$ cat src/rtl/nco_uart_tx.sv
module nco_uart_tx #(
  parameter int ACC_W    = 16,
  parameter int MAX_BITS = 32,
  localparam int LEN_W   = $clog2(MAX_BITS),
  localparam int CNT_W   = $clog2(MAX_BITS + 2)
) (
  input  logic                clk,
  input  logic                rst_n,
  input  logic [ACC_W-1:0]    step,
  input  logic [LEN_W-1:0]    len_m1,
  input  logic                wr_en,
  input  logic [MAX_BITS-1:0] wr_data,
  output logic                tx,
  output logic                full,
  output logic                wr_drop
);

  logic                busy;
  logic [ACC_W-1:0]    acc;
  logic [CNT_W-1:0]    bitcnt;
  logic [LEN_W-1:0]    len_q;
  logic [MAX_BITS-1:0] sh, hold;

  logic             carry;
  logic [ACC_W-1:0] acc_nx;
  logic [CNT_W-1:0] stop_idx;
  logic             frame_end, take_new, start;

  assign {carry, acc_nx} = {1'b0, acc} + {1'b0, step};
  assign stop_idx  = CNT_W'(len_q) + CNT_W'(2);
  assign frame_end = busy && carry && (bitcnt == stop_idx);
  assign take_new  = wr_en && !full && (!busy || frame_end);
  assign start     = take_new || (frame_end && full);

  always_ff @(posedge clk) begin
    if (!rst_n) begin
      busy   <= 1'b0;
      acc    <= '0;
      bitcnt <= '0;
      len_q  <= '0;
      sh     <= '0;
      tx     <= 1'b1;
    end else if (start) begin
      busy   <= 1'b1;
      acc    <= '0;
      bitcnt <= '0;
      len_q  <= len_m1;
      sh     <= full ? hold : wr_data;
      tx     <= 1'b0;
    end else if (frame_end) begin
      busy <= 1'b0;
      acc  <= acc_nx;
      tx   <= 1'b1;
    end else if (busy) begin
      acc <= acc_nx;
      if (carry) begin
        bitcnt <= bitcnt + CNT_W'(1);
        if (bitcnt == stop_idx - CNT_W'(1)) begin
          tx <= 1'b1;
        end else begin
          tx <= sh[0];
          sh <= sh >> 1;
        end
      end
    end
  end

  always_ff @(posedge clk) begin
    if (!rst_n) begin
      full    <= 1'b0;
      hold    <= '0;
      wr_drop <= 1'b0;
    end else begin
      wr_drop <= wr_en && full;
      if (frame_end && full)
        full <= 1'b0;
      else if (wr_en && !full && busy && !frame_end) begin
        full <= 1'b1;
        hold <= wr_data;
      end
    end
  end

endmodule


$ cat config.mk
export PLATFORM = sky130hd
export DESIGN_NAME = nco_uart_tx
export DESIGN_NICKNAME = d
export VERILOG_FILES = /design/src/rtl/nco_uart_tx.sv
export SDC_FILE = /design/constraint.sdc
export NUM_CORES = 1
export LEC_CHECK = 0
export ABC_AREA = 1
export CAP_MARGIN = 10
export CORE_UTILIZATION = 55
export DETAILED_ROUTE_END_ITERATION = 7
export GPL_ROUTABILITY_DRIVEN = 0
export PLACE_DENSITY = 0.75
export SLEW_MARGIN = 10
export SYNTH_ARGS = -nofsm -noshare
export SYNTH_HDL_FRONTEND = slang
export SYNTH_SLANG_ARGS = --single-unit
$ cat constraint.sdc
create_clock -name clk -period 2.45 [get_ports clk]
set_input_delay 0.245 -clock clk [delete_from_list [all_inputs] [get_ports clk]]
set_output_delay 0.245 -clock clk [all_outputs]
set_load 0.01 [all_outputs]
==> parameters.txt, run 1 <==
Parameter                              Value

Power and ir drop
  Part of the power in the clock network ... 0.272
  Power density over the cells ... ~540 mW/mm^2
  Switching Power ... around 0.0012 W
  Share of total power in sequential cells ... 0.474
  Switching share of total power ... 0.320
  Combinational Power Share ... 0.253
  Pleak ... 2.95 nW
  Internal ... between 0.002 and 0.003 W
  Largest voltage drop on the vdd net ... approximately 0.50 mV
  Sum of internal, switching and leakage power ... 0.00368 W

CTS
  Clock tree from TritonCTS ... built
  Sinks on Clock Net ... 95
  Clock latency reported for the late side of the worst-skew pair ... around 380 ps
  Maximum buffer depth of the clock tree ... 2
  Maximum level of the CTS H-tree ... 3
  Clock-pin slew of the registers on the worst-case setup and hold paths ... 100 ps
  Number of buffers added to fix hold violations after cts ... 0
  Root buffer cell ... sky130_fd_sc_hd__clkbuf_8
  CTS Buf Count ... 9

Yosys
  Top cell type by total area after synthesis ... sky130_fd_sc_hd__dfxtp_1
  Register bit count reported by yosys ... between 90 and 100
  Most used flip-flop cell after synthesis ... sky130_fd_sc_hd__dfxtp_1
  Post-Syn Area ... about 0.0056 sq mm
  Synthesized net count ... between 900 and 1000
  FFs w/ async S/R, synth ... 0
  Count of synthesis-stage warnings from yosys ... 0
  Portion of synthesized cell area occupied by the leading cell type ... 0.341
  Number of distinct library cells after synthesis ... 33
  Post-synth EDFFs ... 0
  Post-Synthesis Mean Instance Area ... 6.75 sq um
  Sequential cell area fraction in the yosys report ... 0.341
  Count of mapped cells out of synthesis ... between 800 and 900
  Synth area leaders ... sky130_fd_sc_hd__dfxtp_1 (34%), sky130_fd_sc_hd__nand2_1 (12%), sky130_fd_sc_hd__nand3_1 (10%)

Timing
  Final setup margin ... around 180 ps
  Clock Skew ... ~19 ps
  Period Utilization, post-route ... 0.925
  Hold slack final ... about 450 ps
  Highest Clock Rate ... between 400 and 500 MHz
  Clock period minus worst slack ... ~2300 ps
  Slew at the pin closest to its max-slew limit ... between 400 and 500 ps
  Number of hold violations in the final report ... 0
  Final count of pins violating max slew ... 0
  Worst relative slew slack ... 0.701
  Number of endpoints failing setup at the final stage ... 0

Final layout
  Fraction of final layout cells with drive strength greater than 1 ... 0.121
  Area of all placed cells without fillers ... approximately 0.007 sq mm
  Footprint of the flip-flops and latches ... around 0.0019 sq mm
  Antenna Diode Count ... 0
  Final core area utilization ... 0.698
  Net count, final ... 981
  Growth of design area from synthesis to finish ... 23.1%
  Fillers ... 884
  Multi-input gate area in the final layout ... roughly 0.0032 sq mm

Route
  Total DRC errors in the routed layout ... 0
  Final wirelength ... ~14000 um
  Pre-Repair DR Iteration Count ... 5
  Met3 routed wirelength ... about 730 um
  Uppermost metal layer occupied by signal nets ... met4
  Final routed wire length divided by cell count ... around 13 um
  Routed via count divided by cell count ... approximately 5.5
  Number of DRC markers in iteration 0 ... between 300 and 400
  Length of routed wiring on met1 ... 6120 um
  Metal2 WL ... roughly 6900 um
  Final ANT Viol Nets ... 0
  Total via count after detailed routing ... ~5700

Global routing
  Wire length of the first global-routing pass ... roughly 23000 um
  Number of antenna violations at the first check in global routing ... 0
  Global routing usage summed across all routing layers ... 0.276
  Maximum number of pins on one net before global-route repair ... 38
  Global-route congestion overflow total ... 0
  Vias in the first global route ... approximately 5200

Outcome
  Result of the run ... completed

Critical path
  Worst Setup End Kind ... flop
  Endpoint required time on the critical path ... 2710 ps
  Delay contributed by the slowest stage of the critical path ... around 370 ps
  List of cells traversed by the critical path ... ha_1 > inv_1 > nand2_1 > nand2_1 > nand3_1 > nor2_1 > nand2_2 > inv_2 > nand4_4 > nand2_2 > nand2_2 > nand2_1 > buf_6 > a21oi_1
  Type of element launching the critical path ... flop
  Worst Path Max Fanout ... 15
  Worst EP arrival ... between 2000 and 3000 ps
  Critical-path cell with the highest stage delay ... sky130_fd_sc_hd__dfxtp_2
  Classification of the worst setup path ... reg2reg

Floorplan
  Floorplan Core Area ... between 0.009 and 0.01 sq mm
  Standard-cell row count ... 36
  Starting density of the core ... 0.568
  DIE AREA ... between 0.01 and 0.015 sq mm
  Die Height ... slightly above 100 um
  Horizontal die dimension ... approximately 100 um
  I/O pin count ... about 60

Placed design
  Post-DP Area ... 0.00655 sq mm
  Number of buffers added on ports ... between 50 and 60
  Dpl ws ... -229 ps
  HPWL after detailed placement ... roughly 10000 um

Job
  Max-Cap Viols ... 0

Worst hold path
  Worst Hold Class ... reg2reg
[flip-flops by register name, summed over array words and instances (netlist names)]
register / count
full: 1
bitcnt: 6
acc: 16
len_q: 5
wr_drop: 1
sh: 32
hold: 32
busy: 1
tx: 1
[worst max-delay path, delay by kind of cell, from the launching register on]
family	cells	cell delay (ps)
and+or+nand+nor	9	970
buffers and inverters	3	420
DFF	1	370
adders and majority gates	1	320
AOI/OAI and AO/OA	1	70
[cells in the mapped netlist, types with 2 or more instances]
cell,count
sky130_fd_sc_hd__a21oi_1,89
sky130_fd_sc_hd__buf_1,5
sky130_fd_sc_hd__buf_2,22
sky130_fd_sc_hd__buf_4,6
sky130_fd_sc_hd__buf_6,5
sky130_fd_sc_hd__clkbuf_1,15
sky130_fd_sc_hd__dfxtp_1,95
sky130_fd_sc_hd__ha_1,20
sky130_fd_sc_hd__inv_1,61
sky130_fd_sc_hd__inv_2,4
sky130_fd_sc_hd__mux2i_1,8
sky130_fd_sc_hd__nand2_1,185
sky130_fd_sc_hd__nand2_2,9
sky130_fd_sc_hd__nand3_1,112
sky130_fd_sc_hd__nand3b_1,7
sky130_fd_sc_hd__nand4_1,31
sky130_fd_sc_hd__nor2_1,56
sky130_fd_sc_hd__nor3_1,4
sky130_fd_sc_hd__nor3b_1,3
sky130_fd_sc_hd__o21ai_0,66
sky130_fd_sc_hd__o21bai_1,2
sky130_fd_sc_hd__or2_2,2
sky130_fd_sc_hd__xor2_1,9
[power by group through the flow]
stage                     logic [W]  clock network [W]  registers (W)
final                      0.000932            0.00100        0.00175
after global routing        0.00104            0.00109        0.00176
after CTS                  0.000913            0.00102        0.00174
after detailed placement   0.000909                  0        0.00178
after global placement     0.000874                  0        0.00177
after floorplan            0.000605                  0        0.00175
[layout by cell type (no fill, tap or decap), types with 2 or more instances in the layout]
| cell type | instances |
|---|---|
| sky130_fd_sc_hd__nand3b_1 | 7 |
| sky130_fd_sc_hd__or2_2 | 2 |
| sky130_fd_sc_hd__buf_12 | 7 |
| sky130_fd_sc_hd__o21ai_0 | 66 |
| sky130_fd_sc_hd__o21bai_1 | 2 |
| sky130_fd_sc_hd__nand3_1 | 112 |
| sky130_fd_sc_hd__ha_2 | 3 |
| sky130_fd_sc_hd__nand4_1 | 31 |
| sky130_fd_sc_hd__a21oi_1 | 89 |
| sky130_fd_sc_hd__nor2_1 | 54 |
| sky130_fd_sc_hd__buf_4 | 53 |
| sky130_fd_sc_hd__dfxtp_1 | 91 |
| sky130_fd_sc_hd__nand2_1 | 184 |
| sky130_fd_sc_hd__clkdlybuf4s50_1 | 58 |
| sky130_fd_sc_hd__mux2i_1 | 8 |
| sky130_fd_sc_hd__nor2_4 | 3 |
| sky130_fd_sc_hd__nor3b_1 | 3 |
| sky130_fd_sc_hd__ha_4 | 2 |
| sky130_fd_sc_hd__nand2_2 | 9 |
| sky130_fd_sc_hd__ha_1 | 15 |
| sky130_fd_sc_hd__xor2_1 | 9 |
| sky130_fd_sc_hd__dfxtp_2 | 4 |
| sky130_fd_sc_hd__inv_2 | 4 |
| sky130_fd_sc_hd__inv_1 | 61 |
| sky130_fd_sc_hd__nor3_1 | 4 |
| sky130_fd_sc_hd__inv_6 | 2 |
| sky130_fd_sc_hd__clkbuf_8 | 10 |
[through the flow]
stage | std cells | setup TNS, ps
final | 1042 | 0
after global routing | 1042 | -82.8
after CTS | 1037 | 0
after detailed placement | 1021 | -15290
after global placement | 1021 | -11070
after floorplan | 826 | 0
[cell families (layout without fill, tap and decap cells)]
group	after synthesis	after routing	share of synthesized area
xor+xnor	10	10	0.0157
simple gates	412	412	0.335
mux	8	8	0.0144
flops	95	95	0.341
fa+ha+maj	21	21	0.0485
compound gates	162	162	0.150
buf+inv	118	201	0.0952
[cell type report]
class                   instances  area share
clock buffers                  10      0.0201
clock inverters                 6     0.00730
inverters                      65      0.0356
multi-input cells             613       0.466
flip-flops and latches         95       0.278
well taps                     133      0.0243
repair buffers                120       0.168
[timing repair]
item,in CTS,in global routing
endpoints found under the setup margin,0,81
buffers inserted,0,4
resized for setup,0,16
[final timing paths]
| path | startpoint | slack (ps) | endpoint | cells past startpoint |
|---|---|---|---|---|
| setup / recovery | len_q[1]$_SDFFE_PN0P_ | 180 | acc[5]$_SDFFE_PP0P_ | 14 |
| hold / removal | hold[3]$_SDFFE_PN0P_ | 450 | hold[3]$_SDFFE_PN0P_ | 2 |
| setup reg to reg | len_q[1]$_SDFFE_PN0P_ | 180 | acc[5]$_SDFFE_PP0P_ | 14 |
| hold reg to reg | hold[3]$_SDFFE_PN0P_ | 450 | hold[3]$_SDFFE_PN0P_ | 2 |
[routing by layer]
layer / vias to the layer above / GRT usage
li1: 2929 / -
met1: 2601 / 0.340
met2: 170 / 0.479
met3: 24 / 0.0610
met4: 0 / 0.0813
met5: - / 0
(Power assumes the default switching activity.)
==> run 2: changes to the inputs <==
--- a/config.mk
+++ b/config.mk
@@ -8,9 +8,12 @@
 export ABC_AREA = 1
 export CAP_MARGIN = 10
 export CORE_UTILIZATION = 55
+export CTS_BUF_LIST = sky130_fd_sc_hd__clkbuf_4
+export CTS_CLUSTER_DIAMETER = 80
 export DETAILED_ROUTE_END_ITERATION = 7
 export GPL_ROUTABILITY_DRIVEN = 0
 export PLACE_DENSITY = 0.75
+export SKIP_LAST_GASP = 1
 export SLEW_MARGIN = 10
 export SYNTH_ARGS = -nofsm -noshare
 export SYNTH_HDL_FRONTEND = slang
==> run 2 against run 1 <==
Compared with the run above: combinational power hardly changed; sequential power about the same; power down 5.9%; critical endpoint is now acc[0]$_SDFFE_PP0P_; cell count did not move; highest routed layer unchanged; critical path depth is 1 higher; sequential share of layout area is 0.32 points higher; critical path type unchanged.
==> parameters.txt, run 2 (synthesized netlist as in run 1, its figures left out) <==
Parameter                              Value

Floorplan
  Floorplan Core Area ... 0.00982 sq mm
  DIE AREA ... 0.0105 sq mm
  Starting density of the core ... 0.568
  Die Height ... ~100 um
  I/O pin count ... 59
  Standard-cell row count ... 36
  Horizontal die dimension ... ~100 um

CTS
  Clock latency reported for the late side of the worst-skew pair ... approximately 480 ps
  Clock-pin slew of the registers on the worst-case setup and hold paths ... approximately 150 ps
  Maximum buffer depth of the clock tree ... 2
  Sinks on Clock Net ... 95
  Clock tree from TritonCTS ... built
  Maximum level of the CTS H-tree ... 3
  Number of buffers added to fix hold violations after cts ... 0
  Root buffer cell ... sky130_fd_sc_hd__clkbuf_4
  CTS Buf Count ... 9

Power and ir drop
  Sum of internal, switching and leakage power ... between 0.003 and 0.004 W
  Power density over the cells ... 511 mW/mm^2
  Pleak ... 2.92 nW
  Largest voltage drop on the vdd net ... ~0.47 mV

Timing
  Number of endpoints failing setup at the final stage ... 0
  Number of hold violations in the final report ... 0
  Unrepaired setup endpoints after global routing ... no
  Slew at the pin closest to its max-slew limit ... 447 ps
  Hold slack final ... 347 ps
  Setup total negative slack ... 0 ps
  Clock Skew ... 24.6 ps
  Worst relative slew slack ... 0.702
  Highest Clock Rate ... between 400 and 500 MHz
  Final count of pins violating max slew ... 0
  Period Utilization, post-route ... 0.935
  Clock period minus worst slack ... between 2000 and 2500 ps

Route
  Pre-Repair DR Iteration Count ... 7
  Final routed wire length divided by cell count ... between 10 and 15 um
  Routed via count divided by cell count ... 5.53
  Total DRC errors in the routed layout ... 0
  Number of DRC markers in iteration 0 ... between 300 and 400
  Final wirelength ... 13900 um
  Total via count after detailed routing ... a little under 6000
  Final ANT Viol Nets ... 0

Placed design
  Post-DP Area ... 0.00655 sq mm
  Number of buffers added on ports ... 58
  HPWL after detailed placement ... about 10000 um

Critical path
  Worst EP arrival ... around 2700 ps
  Worst Setup End Kind ... flop
  Classification of the worst setup path ... reg2reg
  Worst Path Max Fanout ... 15
  Type of element launching the critical path ... flop
  R2r startpoint ... len_q[1]$_SDFFE_PN0P_
  Endpoint required time on the critical path ... roughly 2800 ps
  Worst setup startpoint ... len_q[1]$_SDFFE_PN0P_

Global routing
  Vias in the first global route ... slightly above 5000
  Maximum number of pins on one net before global-route repair ... 38
  Global routing usage summed across all routing layers ... 0.275
  Wire length of the first global-routing pass ... around 23000 um
  Global-route congestion overflow total ... 0
  Number of antenna violations at the first check in global routing ... 0

Final layout
  Top Registers ... hold: 32 flops, sh: 32 flops, acc: 16 flops
  Area of all placed cells without fillers ... ~0.0068 sq mm
  Most used cells in the layout excluding fill and tap cells ... sky130_fd_sc_hd__nand2_1 (184), sky130_fd_sc_hd__nand3_1 (112), sky130_fd_sc_hd__dfxtp_1 (91), sky130_fd_sc_hd__a21oi_1 (89), sky130_fd_sc_hd__o21ai_0 (66)
  Growth of design area from synthesis to finish ... 21.7%
  Fraction of final layout cells with drive strength greater than 1 ... 0.120
  Most common cell after layout, fill and taps aside ... sky130_fd_sc_hd__nand2_1
  Net count, final ... ~980
  Antenna Diode Count ... 0

Worst hold path
  Hold path start ... len_m1[2]
  Worst Hold Class ... in2reg

Job
  Max-Cap Viols ... 0

Outcome
  Result of the run ... completed
==> run 2: cell types whose count changed in the layout (fill, tap and decap cells not counted), moves of 2 or more <==
cell / previous run / this run
sky130_fd_sc_hd__clkbuf_8: 10 / 0
sky130_fd_sc_hd__nor2_4: 3 / 1
sky130_fd_sc_hd__clkbuf_4: 0 / 9
sky130_fd_sc_hd__nor2_2: 0 / 3
==> run 2: stage by stage <==
stage                     utilization  worst slack (ps)  cells
after detailed placement        0.667              -229   1021
after global routing            0.690             0.985   1042
after global placement          0.667              -166   1021
after CTS                       0.679              5.98   1037
final                           0.690               158   1042
after floorplan                     -               301    826
==> run 2: routing by layer <==
metal | up-vias | track usage | wire, um
met2 | 176 | 0.479 | 6790
met1 | 2629 | 0.338 | 6120
met3 | 31 | 0.0610 | 719
met5 | - | 0 | 0
li1 | 2927 | - | -
met4 | 0 | 0.0824 | 282
==> run 2: final timing paths <==
| check | endpoint | slack (ps) | depth (start not counted) |
|---|---|---|---|
| hold reg to reg | hold[3]$_SDFFE_PN0P_ | 460 | 2 |
| setup / recovery | acc[0]$_SDFFE_PP0P_ | 160 | 15 |
| setup reg to reg | acc[0]$_SDFFE_PP0P_ | 160 | 15 |
| hold / removal | len_q[2]$_SDFFE_PN0P_ | 350 | 3 |
==> run 2: final cells by class <==
type	instances	area, sq um
Multi-Input combinational cell	613	3180
Tap cell	133	166
Clock inverter	7	53.8
Fill cell	891	3040
Timing Repair Buffer	120	1160
Clock buffer	9	67.6
Inverter	65	244
Sequential cell	95	1910
==> run 2: power breakdown <==
group / switching (W) / internal (W)
combinational: 0.000507 / 0.000422
sequential: 0.0000783 / 0.00167
clock: 0.000568 / 0.000219
total: 0.00115 / 0.00231
==> run 2: timing repair <==
| action | in CTS | in global routing |
|---|---|---|
| endpoints found under the setup margin | 0 | 78 |
| setup buffers | 0 | 4 |
| gates resized for setup | 0 | 14 |
==> run 2: critical path, cell delays in order, from the launching register on <==
cell	delay, ps
sky130_fd_sc_hd__dfxtp_2	420
sky130_fd_sc_hd__ha_2	240
sky130_fd_sc_hd__nand2_1	110
sky130_fd_sc_hd__inv_2	80
sky130_fd_sc_hd__nor2_1	50
sky130_fd_sc_hd__nand2_1	60
sky130_fd_sc_hd__nand2_1	50
sky130_fd_sc_hd__nor2_1	130
sky130_fd_sc_hd__nand2_2	110
sky130_fd_sc_hd__inv_2	120
sky130_fd_sc_hd__nand4_4	140
sky130_fd_sc_hd__nand2_2	140
sky130_fd_sc_hd__nand2_2	60
sky130_fd_sc_hd__nand2_1	170
sky130_fd_sc_hd__buf_6	210
sky130_fd_sc_hd__a21oi_1	60
